--- config.mk ---
export PLATFORM = sky130hd
export DESIGN_NAME = memmap_pio
export DESIGN_NICKNAME = d
export VERILOG_FILES = /design/src/rtl/pio_pkg.sv /design/src/rtl/pio_decode.sv /design/src/rtl/pio_ctrl.sv /design/src/rtl/pio_port.sv /design/src/rtl/memmap_pio.sv
export SDC_FILE = /design/constraint.sdc
export NUM_CORES = 1
export LEC_CHECK = 0
export BUFFER_PORTS_ARGS = -buffer_cell sky130_fd_sc_hd__buf_2
export CAP_MARGIN = 15
export CORE_MARGIN = 2
export CORE_UTILIZATION = 31
export DETAILED_ROUTE_END_ITERATION = 8
export PLACE_DENSITY_LB_ADDON = 0.15
export SYNTH_ARGS = -nofsm -noshare
export SYNTH_HDL_FRONTEND = slang
export SYNTH_SLANG_ARGS = --single-unit
--- constraint.sdc ---
create_clock -name clk -period 2.2 [get_ports clk]
set_input_delay 0.22 -clock clk [delete_from_list [all_inputs] [get_ports clk]]
set_output_delay 0.22 -clock clk [all_outputs]
set_load 0.02 [all_outputs]
--- src/rtl/pio_pkg.sv ---
// Shared constants and the control-byte decode for the parallel port overlay.
// Assumes three 8-bit ports and one control slot in a 4-byte window.
package pio_pkg;
    localparam int PORT_W    = 8;
    localparam int NUM_PORTS = 3;
    localparam int PIO_W     = PORT_W * NUM_PORTS;

    typedef enum logic [1:0] {
        SLOT_A    = 2'd0,
        SLOT_B    = 2'd1,
        SLOT_C    = 2'd2,
        SLOT_CTRL = 2'd3
    } slot_e;

    // Expand a mode-set byte into a per-bit input mask (1 = input).
    function automatic logic [PIO_W-1:0] ctrl_to_inmask(input logic [7:0] c);
        return {{4{c[3]}}, {4{c[0]}}, {8{c[1]}}, {8{c[4]}}};
    endfunction
endpackage

--- src/rtl/pio_decode.sv ---
// Address decoder: finds the 4-byte window during memory-request cycles,
// names the slot and produces per-port write strobes and a read enable.
// Assumes BASE_ADDR is 4-byte aligned.
module pio_decode
    import pio_pkg::*;
#(
    parameter int                ADDR_W    = 16,
    parameter logic [ADDR_W-1:0] BASE_ADDR = 16'hBFFC
) (
    input  logic [ADDR_W-1:0]    addr,
    input  logic                 mreq_n,
    input  logic                 rd_n,
    input  logic                 wr_n,
    output logic                 hit,
    output slot_e                slot,
    output logic [NUM_PORTS-1:0] wr_port,
    output logic                 wr_ctrl,
    output logic                 rd_en
);
    // Window match on the upper address bits during a memory cycle.
    always_comb begin
        hit     = !mreq_n && (addr[ADDR_W-1:2] == BASE_ADDR[ADDR_W-1:2]);
        slot    = slot_e'(addr[1:0]);
        wr_ctrl = hit && !wr_n && (slot == SLOT_CTRL);
        rd_en   = hit && !rd_n;
    end

    genvar gi;
    generate
        for (gi = 0; gi < NUM_PORTS; gi++) begin : g_wr
            // Write strobe for port gi.
            assign wr_port[gi] = hit && !wr_n && (addr[1:0] == 2'(gi));
        end
    endgenerate
endmodule

--- src/rtl/pio_ctrl.sv ---
// Control register: holds the direction mask; acts only on bytes with
// bit 7 set and then pulses mode_set to clear the output latches.
module pio_ctrl
    import pio_pkg::*;
(
    input  logic             clk,
    input  logic             rst_n,
    input  logic             wr_en,
    input  logic [7:0]       wdata,
    output logic [PIO_W-1:0] in_mask,
    output logic             mode_set
);
    // A mode-set is a control write whose top bit is 1.
    assign mode_set = wr_en && wdata[7];

    // Direction mask register; resets to all inputs.
    always_ff @(posedge clk) begin
        if (!rst_n)        in_mask <= '1;
        else if (mode_set) in_mask <= ctrl_to_inmask(wdata);
    end

    AST_CTRL_LOW_IGNORED: assert property (@(posedge clk) disable iff (!rst_n)
        (wr_en && !wdata[7]) |=> $stable(in_mask));
endmodule

--- src/rtl/pio_port.sv ---
// One 8-bit port: an output latch plus the read-back mux that picks pins
// for input bits and the latch for output bits.
module pio_port #(
    parameter int W = 8
) (
    input  logic         clk,
    input  logic         rst_n,
    input  logic         wr_en,
    input  logic         clr,
    input  logic [W-1:0] wdata,
    input  logic [W-1:0] in_mask,
    input  logic [W-1:0] pins,
    output logic [W-1:0] latch,
    output logic [W-1:0] rdata
);
    // Output latch: cleared by reset or mode-set, loaded by a port write.
    always_ff @(posedge clk) begin
        if (!rst_n)     latch <= '0;
        else if (clr)   latch <= '0;
        else if (wr_en) latch <= wdata;
    end

    // Read-back value per bit.
    assign rdata = (pins & in_mask) | (latch & ~in_mask);

    AST_LATCH_LOAD: assert property (@(posedge clk) disable iff (!rst_n)
        (wr_en && !clr) |=> (latch == $past(wdata)));
endmodule

--- src/rtl/memmap_pio.sv ---
// Top: memory-mapped 24-bit parallel port overlaid on a 4-byte hole in a
// mirrored ROM image. Writes commit on the clock; reads and the ROM
// override are combinational from the bus strobes.
module memmap_pio
    import pio_pkg::*;
#(
    parameter int                ADDR_W    = 16,
    parameter logic [ADDR_W-1:0] BASE_ADDR = 16'hBFFC
) (
    input  logic              clk,
    input  logic              rst_n,
    input  logic [ADDR_W-1:0] bus_addr,
    input  logic [7:0]        bus_wdata,
    output logic [7:0]        bus_rdata,
    output logic              bus_rdata_oe,
    input  logic              mreq_n,
    input  logic              rd_n,
    input  logic              wr_n,
    output logic              rom_off,
    input  logic [PIO_W-1:0]  pio_in,
    output logic [PIO_W-1:0]  pio_out,
    output logic [PIO_W-1:0]  pio_oe
);
    localparam logic [ADDR_W-1:0] CTRL_ADDR = BASE_ADDR + ADDR_W'(3);

    logic                          hit, wr_ctrl, rd_en, mode_set;
    slot_e                         slot;
    logic [NUM_PORTS-1:0]          wr_port;
    logic [PIO_W-1:0]              in_mask;
    logic [NUM_PORTS-1:0][PORT_W-1:0] port_rd;

    pio_decode #(.ADDR_W(ADDR_W), .BASE_ADDR(BASE_ADDR)) u_dec (
        .addr(bus_addr), .mreq_n(mreq_n), .rd_n(rd_n), .wr_n(wr_n),
        .hit(hit), .slot(slot), .wr_port(wr_port), .wr_ctrl(wr_ctrl),
        .rd_en(rd_en)
    );

    pio_ctrl u_ctrl (
        .clk(clk), .rst_n(rst_n), .wr_en(wr_ctrl), .wdata(bus_wdata),
        .in_mask(in_mask), .mode_set(mode_set)
    );

    genvar gp;
    generate
        for (gp = 0; gp < NUM_PORTS; gp++) begin : g_port
            pio_port #(.W(PORT_W)) u_port (
                .clk(clk), .rst_n(rst_n),
                .wr_en(wr_port[gp]), .clr(mode_set), .wdata(bus_wdata),
                .in_mask(in_mask[gp*PORT_W +: PORT_W]),
                .pins(pio_in[gp*PORT_W +: PORT_W]),
                .latch(pio_out[gp*PORT_W +: PORT_W]),
                .rdata(port_rd[gp])
            );
        end
    endgenerate

    // Drive the ROM override for the whole window.
    assign rom_off = hit;
    // Output enable is the inverse of the input mask.
    assign pio_oe  = ~in_mask;

    // Read mux: ports drive the bus, the control slot leaves it floating.
    always_comb begin
        bus_rdata_oe = rd_en && (slot != SLOT_CTRL);
        bus_rdata    = '0;
        if (bus_rdata_oe) bus_rdata = port_rd[slot];
    end

    AST_ROM_OFF_NEEDS_MREQ: assert property (@(posedge clk) disable iff (!rst_n)
        rom_off |-> !mreq_n);
    AST_IDLE_QUIET: assert property (@(posedge clk) disable iff (!rst_n)
        mreq_n |-> (!bus_rdata_oe && !rom_off));
    AST_RESET_INPUTS: assert property (@(posedge clk)
        !rst_n |=> (pio_oe == '0 && pio_out == '0));
    AST_MODE_CLEARS: assert property (@(posedge clk) disable iff (!rst_n)
        (!mreq_n && !wr_n && bus_addr == CTRL_ADDR && bus_wdata[7])
        |=> (pio_out == '0));
    AST_CTRL_NO_DRIVE: assert property (@(posedge clk) disable iff (!rst_n)
        (!mreq_n && !rd_n && bus_addr == CTRL_ADDR) |-> !bus_rdata_oe);
endmodule

==> metrics.md <==
| Metric | Value |
|---|---|
| Outcome | complete, no violations |
| Initial DRC count | 37 |
| Maximum Capacitance Violations | 0 |
| Worst-margin pin slew | 0.944 ns |
| Initial antenna violation count | 0 |
| Combinational family with the most area after synthesis | compound AO/OA/AOI/OAI gates |
| Remaining DRCs | 0 |
| Num ports | 111 |
| R2R depth | 2 |
| PwrDens | 453 nW/um^2 |
| Worst reg2reg path startpoint | u_ctrl.in_mask[20] |
| Diodes inserted | 0 |
| All-Layer GR Usage | 0.182 |
| Register area share after synthesis | 0.340 |
| Die width | 77.0 um |
| Number of setup violations in the final report | 0 |
| P&R area growth vs syn | 37.6% |
| Via density per instance | 4.98 |
| Relative slew margins | 0.368 |
| Seq cells post-synth | 28 |
| Number of setup buffers added after CTS | 0 |
| Post-Synth Adder-Cell Area | 0 |
| Avg WL per Cell | 15.4 um |
| Final WS setup | 0.250 ns |
| Pwr Total | 1.03 mW |
| CORE AREA | 5110 um^2 |
| Crit-path cells | buf_2 > or3b_4 > nor4_2 > nand2_2 > a211oi_1 > buf_2 |
| Mux cell area share after synthesis | 0.146 |
| Hold_buf cts | 0 |
| Inserted Clock Buffers | 3 |
| CTS max path bufs | 2 |
| F_max | 513 MHz |
| RSZ-0062 raised after global routing | false |
| Root Driver | clkbuf_8 |
| Synth cell types | 26 |
| Mapped Area | 1650 um^2 |
| Max IR drop VDD | 0.000239 V |
| CP endpoint kind | output pin |
| Via count | 1732 |
| Final Cycle Share | 0.886 |
| WS Path Type | primary input to output pin |
| Setup TNS | 0 ns |
| First-pass GRT wire length | 8.43 mm |
| Post-synth top area share | 0.340 |
| Final hold slack | 0.185 ns |
| Mapped Cells | 181 |
| Mapped Avg Cell Area | 9.12 um^2 |
| Worst R2R End | u_ctrl.in_mask[20] |
| Initial core utilization | 0.323 |
| Area leader, netlist | dfxtp_1 |
| Die area | 5920 um^2 |
| Crit Path Max Fanout | 9 |
| # resized after CTS | 0 |
| Min-Delay Path Depth | 2 |
| Compound-cell area share of the yosys netlist | 0.225 |
| WP data arrival | 1.73 ns |
| Antenna viol nets, final | 0 |
| Post-route insts no fill | 348 |
| Layout Nets | 332 |
| Layout cells sized above 1 | 0.478 |
| Synth area leaders | dfxtp_1 (34%), mux2i_1 (15%), a22o_1 (13%) |
| DP Cell Count | 344 |
| Area after DPL | 2200 um^2 |
| Syn nets | 234 |
| Largest delay share family, worst path | simple AND/OR/NAND/NOR gates |
| Hold EP | u_ctrl.in_mask[20] |
| Worst slack, placed | 0.127 ns |
| Final core utilization | 0.445 |
| Synth Area in Simple Gates | 0.162 |
| Max Slew Vio Count | 0 |
| Die height | 77.0 um |
| Final Cell Area | 2270 um^2 |
| Drt pass-1 iters | 4 |
| Port bufs | 110 |
| Most frequent cell on the critical path | buf_2 |
| H-tree levels | 1 |
| Layout filler cell count | 519 |
| Final HPWL from detailed placement | 4.15 mm |
| Final WL | 5.38 mm |
| Worst Hold Class | primary input to register |
| Final Hold Fails | 0 |
| P_leak | 1.35 nW |
| CP max stage cell | or3b_4 |
| Hold path start | rst_n |
| Clock Latency Late Sink | 0.26 ns |
| Bufs and invs on worst path | 2 |
| Synth Area in XOR/XNOR | 0 |
| Fin crit period | 1.95 ns |
| Ys Warns | 0 |
| Largest net degree at the start of global routing | 17 |
| Vias in the first global route | 1554 |
| GPL Wtd Cong | 0.811 |
| CTS clk-pin slew, worst paths | 0.09 ns |
| Clock skew | 0 ns |
| Critical Path Stages | 6 |
| Core Rows | 26 |
| TritonCTS clock tree | built |
| GR Overflow Total | 0 |
| CP Launch Type | primary input |
| Worst reg-to-reg setup slack | 1.30 ns |
| CP peak stage delay | 0.40 ns |
| Required @ worst endpoint | 1.98 ns |
| Clock sink total | 28 |
cells by family (layout without fill, tap and decap cells):
family / Yosys count / after routing
compound gates: 51 / 51
mux: 24 / 24
flops: 28 / 28
buf+inv: 36 / 133
simple gates: 42 / 42
cell usage after synthesis:
master	instances
buf_4	20
or3b_4	1
clkinv_1	1
nor4b_4	1
and3_1	1
nor4_4	2
nand4_1	3
a21oi_1	10
inv_1	7
or4_1	1
clkbuf_1	8
mux2i_1	24
nand3_1	9
or4_4	1
nand2_1	17
a22o_1	24
or4b_2	1
a211oi_1	8
a21boi_0	1
nor4_1	2
nor3_1	1
nor2_1	1
dfxtp_1	28
o21ai_0	5
a31oi_1	3
nand2b_1	1
area by class of cell:
class | instances | area [um^2] | area share
repair buffers | 121 | 633 | 0.279
well taps | 70 | 87.6 | 0.0386
clock buffers | 3 | 41.3 | 0.0182
flip-flops and latches | 28 | 561 | 0.247
clock inverters | 1 | 30.0 | 0.0132
multi-input cells | 117 | 888 | 0.391
inverters | 8 | 30.0 | 0.0132
per-layer routing:
metal,part of all wire,wire [um],global-route usage
met1,0.43,2330,0.238
met2,0.48,2600,0.304
met3,0.063,338,0.0294
met4,0.020,108,0.0636
met5,0,0,0
worst register-to-register path: cells and delay by family (launching register included):
kind,cells,cell delay [ns]
AND/OR/NAND/NOR,1,0.10
flip-flops,1,0.59
AO/OA/AOI/OAI,1,0.16
registers in the layout (all words and copies together), names as in the netlist:
name,count
u_ctrl.in_mask,4
g_port.u_port.latch,24
report_power, final:
| group | internal, mW | switching (mW) |
|---|---|---|
| Clock | 0.243 | 0.152 |
| Sequential | 0.506 | 0.00000218 |
| Combinational | 0.0574 | 0.0705 |
placed cells by master, fill, tap and decap left out, drive strengths merged:
| master | n |
|---|---|
| dfxtp | 28 |
| nand2b | 1 |
| nand4 | 3 |
| bufinv | 1 |
| a21boi | 1 |
| a21oi | 10 |
| nand3 | 9 |
| nor2 | 1 |
| or3b | 1 |
| nor4b | 1 |
| nor3 | 1 |
| mux2i | 24 |
| buf | 121 |
| clkinv | 1 |
| a31oi | 3 |
| inv | 7 |
| or4 | 2 |
| o21ai | 5 |
| a22o | 24 |
| or4b | 1 |
| a211oi | 8 |
| nand2 | 17 |
| clkbuf | 3 |
| and3 | 1 |
| nor4 | 4 |
worst max path at each step:
stage                 start           end  slack [ns]
2_1_floorplan  bus_addr[13]  bus_rdata[0]       -0.09
3_3_place_gp   bus_addr[14]  bus_rdata[7]        0.15
3_5_place_dp   bus_addr[14]  bus_rdata[3]        0.13
4_1_cts        bus_addr[14]  bus_rdata[3]        0.13
5_1_grt        bus_addr[14]  bus_rdata[5]        0.09
6_report       bus_addr[14]  bus_rdata[5]        0.25
Power figures use the tool's default switching activity.
